## config.mk

```make
export PLATFORM = sky130hd
export DESIGN_NAME = boot_loader
export DESIGN_NICKNAME = d
export VERILOG_FILES = /design/src/rtl/loader_pkg.sv /design/src/rtl/ld_idle_timer.sv /design/src/rtl/ld_write_seq.sv /design/src/rtl/boot_loader.sv
export SDC_FILE = /design/constraint.sdc
export NUM_CORES = 1
export LEC_CHECK = 0
export CAP_MARGIN = 20
export CORE_UTILIZATION = 50
export CTS_BUF_LIST = sky130_fd_sc_hd__clkbuf_8
export DETAILED_ROUTE_END_ITERATION = 8
export DONT_BUFFER_PORTS = 1
export PLACE_DENSITY_LB_ADDON = 0.2
export SLEW_MARGIN = 20
export SYNTH_ARGS = -nofsm -noshare
export SYNTH_HDL_FRONTEND = slang
export SYNTH_SLANG_ARGS = --single-unit
export TNS_END_PERCENT = 50
```

## constraint.sdc

```tcl
create_clock -name clk -period 3.2 [get_ports clk]
set_input_delay 0.96 -clock clk [delete_from_list [all_inputs] [get_ports clk]]
set_output_delay 0.96 -clock clk [all_outputs]
set_load 0.02 [all_outputs]
```

## src/rtl/loader_pkg.sv

```systemverilog
package loader_pkg;
  typedef enum logic {
    LD_RUN  = 1'b0,
    LD_HALT = 1'b1
  } ld_state_t;
endpackage

```

## src/rtl/ld_idle_timer.sv

```systemverilog
module ld_idle_timer #(
  parameter int LIMIT = 40
) (
  input  logic clk,
  input  logic rst_n,
  input  logic enable,
  input  logic restart,
  input  logic tick,
  output logic expire
);
  localparam int CW = (LIMIT > 1) ? $clog2(LIMIT) : 1;

  logic          armed;
  logic [CW-1:0] cnt;

  // A restart wins over a tick arriving in the same cycle.
  assign expire = enable && armed && tick && !restart && (cnt == CW'(LIMIT - 1));

  always_ff @(posedge clk) begin
    if (!rst_n) begin
      armed <= 1'b0;
      cnt   <= '0;
    end else if (restart) begin
      armed <= 1'b1;
      cnt   <= '0;
    end else if (armed && tick && cnt != CW'(LIMIT - 1)) begin
      cnt <= cnt + 1'b1;
    end
  end
endmodule

```

## src/rtl/ld_write_seq.sv

```systemverilog
module ld_write_seq #(
  parameter int ADDR_W = 9,
  parameter int DATA_W = 8
) (
  input  logic              clk,
  input  logic              rst_n,
  input  logic              accept,
  input  logic [DATA_W-1:0] din,
  output logic              we,
  output logic [ADDR_W-1:0] addr,
  output logic [DATA_W-1:0] wdata,
  output logic              at_top
);
  localparam logic [ADDR_W-1:0] TOP = {ADDR_W{1'b1}};

  logic [ADDR_W-1:0] next_addr;

  assign at_top = accept && (next_addr == TOP);

  always_ff @(posedge clk) begin
    if (!rst_n) begin
      we        <= 1'b0;
      addr      <= '0;
      wdata     <= '0;
      next_addr <= '0;
    end else begin
      we <= accept;
      if (accept) begin
        addr  <= next_addr;
        wdata <= din;
        if (next_addr != TOP) next_addr <= next_addr + 1'b1;
      end
    end
  end
endmodule

```

## src/rtl/boot_loader.sv

```systemverilog
module boot_loader #(
  parameter int ADDR_W      = 9,
  parameter int DATA_W      = 8,
  parameter int JUMP_W      = 16,
  parameter int TICKS_PER_CH = 10,
  parameter int IDLE_CHARS  = 4
) (
  input  logic              clk,
  input  logic              rst_n,
  input  logic              rx_valid,
  output logic              rx_ready,
  input  logic [DATA_W-1:0] rx_data,
  input  logic              bit_tick,
  output logic              ram_we,
  output logic [ADDR_W-1:0] ram_addr,
  output logic [DATA_W-1:0] ram_wdata,
  output logic              load_done,
  output logic [JUMP_W-1:0] jump_addr,
  output logic              vec_in_ram
);
  import loader_pkg::*;

  localparam int IDLE_TICKS = TICKS_PER_CH * IDLE_CHARS;

  ld_state_t state;
  logic      accept;
  logic      at_top;
  logic      expire;

  assign rx_ready   = (state == LD_RUN);
  assign vec_in_ram = (state == LD_RUN);
  assign accept     = rx_valid && rx_ready;
  assign jump_addr  = '0;

  ld_write_seq #(.ADDR_W(ADDR_W), .DATA_W(DATA_W)) u_wr (
    .clk    (clk),
    .rst_n  (rst_n),
    .accept (accept),
    .din    (rx_data),
    .we     (ram_we),
    .addr   (ram_addr),
    .wdata  (ram_wdata),
    .at_top (at_top)
  );

  ld_idle_timer #(.LIMIT(IDLE_TICKS)) u_idle (
    .clk     (clk),
    .rst_n   (rst_n),
    .enable  (rx_ready),
    .restart (accept),
    .tick    (bit_tick),
    .expire  (expire)
  );

  always_ff @(posedge clk) begin
    if (!rst_n) begin
      state     <= LD_RUN;
      load_done <= 1'b0;
    end else begin
      load_done <= 1'b0;
      if (state == LD_RUN && (at_top || expire)) begin
        state     <= LD_HALT;
        load_done <= 1'b1;
      end
    end
  end
endmodule

```

# Word level (Yosys, flattened, before mapping)
# Cells that the tools add are included.
# word_totals
regBits	36
latchBits	0
mem_bits_rw	0
romBits	0
wordCells	30
memories	0
# classes
n_addsub	2
mul	0
div_mod_pow	0
order_cmp	0
n_eq_ne	4
n_shift	0
mux	1
n_bitwise	2
reduce_logical	13
# op_table
operator	n
9-bit by 1-bit adder with 9-bit output, second input constant	1
9-bit == test, second input constant	1
1-bit logical AND	9
9-bit inequality test, second input constant	1
6-bit by 1-bit adder with 6-bit output, second input constant	1
6-bit == test, second input constant	1
6-bit inequality test, second input constant	1
1-bit inverter	2
2-bit AND reduction	1
2-bit OR reduction	1
1-bit zero test	1
1-bit logical OR	1
1-bit 2-to-1 mux	1

# Longest topological paths before layout
# depth
ltp_word	8
depth_mapped	7
ltp_nobuf	7

# Cells and area by module
# From an unflattened synthesis, not the netlist that was laid out.
# hier_totals
hier_cells	169
hier_area_um2	1611.5
# modules_own_cells
mod	instances	cells_each	area_each_um2	seq_area_each_um2
ld_write_seq	1	105	1056.0	540.5
ld_idle_timer	1	40	352.8	140.1
boot_loader	1	24	202.7	40.0

# Least setup slack after synthesis
# OpenSTA, ideal clock, no wires.
# synth_path
path_kind	input to register
startpoint	input rx_valid
endpoint	register u_wr.next_addr[6]
t_arrival_ps	1754
required_time_ps	3130
slack_ps	1377
cell_stages	3
cell_sequence	nor3b_4 > or4b_1 > a21oi_1
# synth_via
elab_chain_len	2
# synth_lines
element	line	rtl
start, declared	boot_loader.sv:10	input logic rx_valid,
1-bit logical AND	boot_loader.sv:32	assign accept = rx_valid && rx_ready;
2-bit AND reduction (no source line)	--	
end signal, assigned	ld_write_seq.sv:31	if (next_addr != TOP) next_addr <= next_addr + 1'b1;
end, declared	ld_write_seq.sv:16	logic [ADDR_W-1:0] next_addr;
# Every way passes these cells.
# A chain may end at the register's enable or synchronous reset.

# Final worst setup path
# layout_path
startpoint	register u_wr.next_addr[0]
endpoint	register u_wr.next_addr[5]
# layout_via
elab_chain_len	2
# layout_lines
element
parallel branches: the longest is 2 deep, another holds 9-bit by 1-bit adder with 9-bit output
# Several ways; the timed one is not identified.

==> tab_implementation.tex <==
\begin{tabular}{lr}
\hline
Metric & Value \\
\hline
\multicolumn{2}{l}{\textbf{Outcome}} \\
\quad Result of the run & complete, but fails checks \\
\quad Violations in the final reports & design-rule violations \\
\multicolumn{2}{l}{\textbf{Synth}} \\
\quad Portion of synthesized cell area occupied by the leading cell type & 47.56\% \\
\quad Average cell area after synthesis & about 10 sq um \\
\quad Post-Synthesis Cell Area & $\sim$1500 sq um \\
\quad Largest area contributor in the synthesized netlist & dfxtp\_1 \\
\quad Main area contributors after synthesis & dfxtp\_1 (48\%), a22o\_1 (9.8\%), buf\_4 (8.4\%) \\
\quad Post-synth EDFFs & 0 \\
\quad Post-synthesis sequential area ratio & between 40\% and 50\% \\
\quad Ys flop type & dfxtp\_1 \\
\quad Total number of yosys warnings & 0 \\
\quad Fraction of registers with async set/reset & 0\% \\
\quad Register bit total from synthesis & 36 \\
\quad Number of distinct library cells after synthesis & 38 \\
\quad Number of instances in the synthesized netlist & roughly 150 \\
\multicolumn{2}{l}{\textbf{Layout}} \\
\quad Filler-free cell count of the finished design & $\sim$180 \\
\quad P\&R area growth vs syn & 2.807\% \\
\quad Diode count & 0 \\
\quad Final net count & approximately 170 \\
\quad Final non-filler cell area & between 1500 and 2000 sq um \\
\quad Number of fill cells & about 260 \\
\quad Most frequent cells in the layout & dfxtp\_1 (36), a22o\_1 (17), conb\_1 (16) \\
\quad Fraction of final layout cells sized beyond drive strength 1 & under 10\% \\
\quad Most common cell after layout, fill and taps aside & dfxtp\_1 \\
\multicolumn{2}{l}{\textbf{Clock tree}} \\
\quad H-tree lvl count & 2 \\
\quad Insertion delay of the later-clocked pin in the worst-skew pair & around 280 ps \\
\quad Clk sink count & 36 \\
\quad Number of buffers between clock root and the deepest sink & 2 \\
\quad Hold\_buf cts & 0 \\
\quad Number of setup buffers added after CTS & 0 \\
\quad Clock Tree Root & clkbuf\_8 \\
\quad Clock tree from TritonCTS & yes \\
\quad Clock transition at the registers of the reported paths & around 70 ps \\
\quad Number of clock buffers inserted by TritonCTS & 5 \\
\quad CTS-repair resized insts & 0 \\
\multicolumn{2}{l}{\textbf{Worst hold path}} \\
\quad Hold wc startpoint & u\_idle.cnt[5] \\
\quad Class of the tightest hold or removal check & reg -> reg \\
\multicolumn{2}{l}{\textbf{Die}} \\
\quad Y dimension of the die & between 50 and 60 um \\
\quad Row count & 19 \\
\quad Initial core utilization & between 50\% and 60\% \\
\quad Die Width & between 50 and 60 um \\
\quad Number of top-level pins & 49 \\
\quad Area enclosed by the die boundary & 3255 sq um \\
\quad Core area & 2805 sq um \\
\multicolumn{2}{l}{\textbf{Timing}} \\
\quad Count of endpoints failing hold in the final timing report & 0 \\
\quad Setup repair after global routing missed its margin & false \\
\quad Fin Clk Skew & 7.912 ps \\
\quad Final setup fails & 0 \\
\quad Slew Viols, Final & 0 \\
\quad Final period utilization & 62.70\% \\
\quad Aggregate negative setup slack & 0 ps \\
\quad Fin crit period & approximately 2000 ps \\
\quad Worst slew margin & between 40\% and 50\% \\
\quad Fmax & roughly 500 MHz \\
\quad Slew at the pin closest to its max-slew limit & $\sim$760 ps \\
\multicolumn{2}{l}{\textbf{Global routing}} \\
\quad Overall Global Routing Usage & about 18\% \\
\quad Residual overflow from global routing & 0 \\
\quad Wire length of the first global-routing pass & 4409 um \\
\quad Pin count of the biggest net entering global routing & 20 \\
\quad Initial antenna violation count & 0 \\
\quad Vias in the first global route & between 900 and 1000 \\
\multicolumn{2}{l}{\textbf{Pwr}} \\
\quad Net Switching & roughly 0.0002 W \\
\quad Power Total & 0.0008456 W \\
\quad Portion of total power attributed to combinational logic & approximately 5.8\% \\
\quad Power Dens Cells & between 500 and 600 nW/um\^{}2 \\
\quad Switching power share of the total & 23.71\% \\
\quad Clock network fraction of total power & 37.5\% \\
\quad Internal power & roughly 0.00065 W \\
\quad Leak pwr & $\sim$0.6 nW \\
\quad Sequential power share & between 50\% and 60\% \\
\quad VDD IR-drop max & slightly above 0.3 mV \\
\multicolumn{2}{l}{\textbf{Placement}} \\
\quad Cell Area, Placed & 1464 sq um \\
\quad Routability congestion estimate & roughly 0.81 \\
\quad Placed wire-length estimate after detailed placement & about 1900 um \\
\quad Cell Count Post-Placement & approximately 180 \\
\quad PortBufs & 0 \\
\multicolumn{2}{l}{\textbf{Drt}} \\
\quad Drt drc & 8 \\
\quad Total vias in the final route & approximately 1100 \\
\quad First drt pass iteration count & 6 \\
\quad Detailed router's first-iteration violation count & just under 70 \\
\quad Via density per instance & 5.853 \\
\quad Average routed wire per standard cell & around 14 um \\
\quad DRT Wirelength & around 2600 um \\
\quad Post-DRT Antenna Nets & 0 \\
\multicolumn{2}{l}{\textbf{Worst setup path}} \\
\quad Worst Setup SP & u\_wr.next\_addr[0] \\
\quad Startpoint class of the critical path & flop \\
\quad Buffers \& Inverters on Critical Path & 0 \\
\quad Required time of the critical path & about 3400 ps \\
\quad Reg-to-reg critical path startpoint & u\_wr.next\_addr[0] \\
\quad Cell Chain, Critical Path & ha\_1 -> nand3\_1 -> nor2\_1 -> ha\_1 -> nand4b\_1 -> or4\_1 -> a21oi\_1 \\
\quad CP max stage delay & 450 ps \\
\quad Kind of capture point of the worst setup path & flop \\
\quad Crit path max-delay cell type & or4\_1 \\
\quad Crit Path Class & reg -> reg \\
\quad Crit path max fanout & 7 \\
\quad Data arrival, critical path & about 2200 ps \\
\quad Cell seen most often among critical-path stages & ha\_1 \\
\quad Crit-path leading delay family & simple AND/OR/NAND/NOR gates \\
\multicolumn{2}{l}{\textbf{Run}} \\
\quad Max-capacitance violation count & 0 \\
\hline
\end{tabular}
final cells by class:
class | instances | area (sq um) | area share (%)
clock inverter | 2 | 11.26 | 0.7229
clock buffer | 6 | 82.58 | 5.301
inverter | 3 | 11.26 | 0.7229
sequential | 36 | 720.7 | 46.27
tap | 31 | 38.79 | 2.490
multi-input combinational | 106 | 693.2 | 44.50
state kept, by name (all words and copies together), names as in the netlist:
register	flops
load_done	1
state	1
u_idle.armed	1
u_idle.cnt	6
u_wr.addr	9
u_wr.next_addr	9
u_wr.wdata	8
u_wr.we	1
per-layer routing:
| layer | GRT usage [%] | part of all wire [%] | vias up |
|---|---|---|---|
| li1 | - | - | 526 |
| met1 | 22.29 | 46 | 500 |
| met2 | 26.22 | 45 | 49 |
| met3 | 8.617 | 7.9 | 2 |
| met4 | 6.620 | 0.87 | 0 |
| met5 | 0 | 0 | - |
worst reg2reg max path: stages (launching register included):
cell and delay (ps):
dfxtp_1 340, ha_1 260, nand3_1 100, nor2_1 50, ha_1 270, nand4b_1 320, or4_1 450, a21oi_1 150
power groups by stage:
stage                     clock [W]  combinational [W]  sequential (W)
final                      0.000317          0.0000489        0.000480
after global routing       0.000355          0.0000541        0.000481
after CTS                  0.000332          0.0000492        0.000480
after detailed placement          0          0.0000490        0.000490
after global placement            0          0.0000475        0.000490
after floorplan                   0          0.0000608        0.000487
worst paths after layout:
kind	endpoint	slack [ps]	cells after the start
max	u_wr.next_addr[5]	1190	7
min	u_idle.cnt[5]	510	2
max reg2reg	u_wr.next_addr[5]	1190	7
min reg2reg	u_idle.cnt[5]	510	2
cells in the mapped netlist, drive strengths merged (2+ instances only):
| master | number |
|---|---|
| o41ai | 2 |
| dfxtp | 36 |
| o31ai | 3 |
| nand2b | 2 |
| nand4 | 3 |
| inv | 3 |
| nor3b | 2 |
| o21ai | 5 |
| nor2 | 4 |
| ha | 3 |
| xnor2 | 2 |
| or3 | 2 |
| a22o | 17 |
| buf | 20 |
| or4 | 3 |
| a21oi | 10 |
| mux2i | 3 |
| nand3 | 6 |
| nand2 | 11 |
cells by family (layout without fill, tap and decap cells):
kind of cell | after synthesis | after routing | synth area share, %
adders and majority gates | 3 | 3 | 2.478
buffers and inverters | 24 | 11 | 10.40
and+or+nand+nor | 40 | 40 | 15.86
xor gates and xnor gates | 2 | 2 | 1.156
other | 1 | 16 | 0.2475
AOI/OAI and AO/OA | 42 | 42 | 20.31
muxes | 3 | 3 | 1.982
DFF | 36 | 36 | 47.56
stage by stage:
stage | utilization (%) | setup WS, ps | hold WS, ps
6_report | 55.53 | 1194 | 508.3
5_1_grt | 55.53 | 1062 | 525.0
4_1_cts | 55.53 | 1207 | 503.8
3_5_place_dp | 52.19 | 992.8 | 477.6
3_3_place_gp | 52.19 | 1084 | 472.0
2_1_floorplan | - | 1377 | 456.4
(Power assumes the default switching activity.)
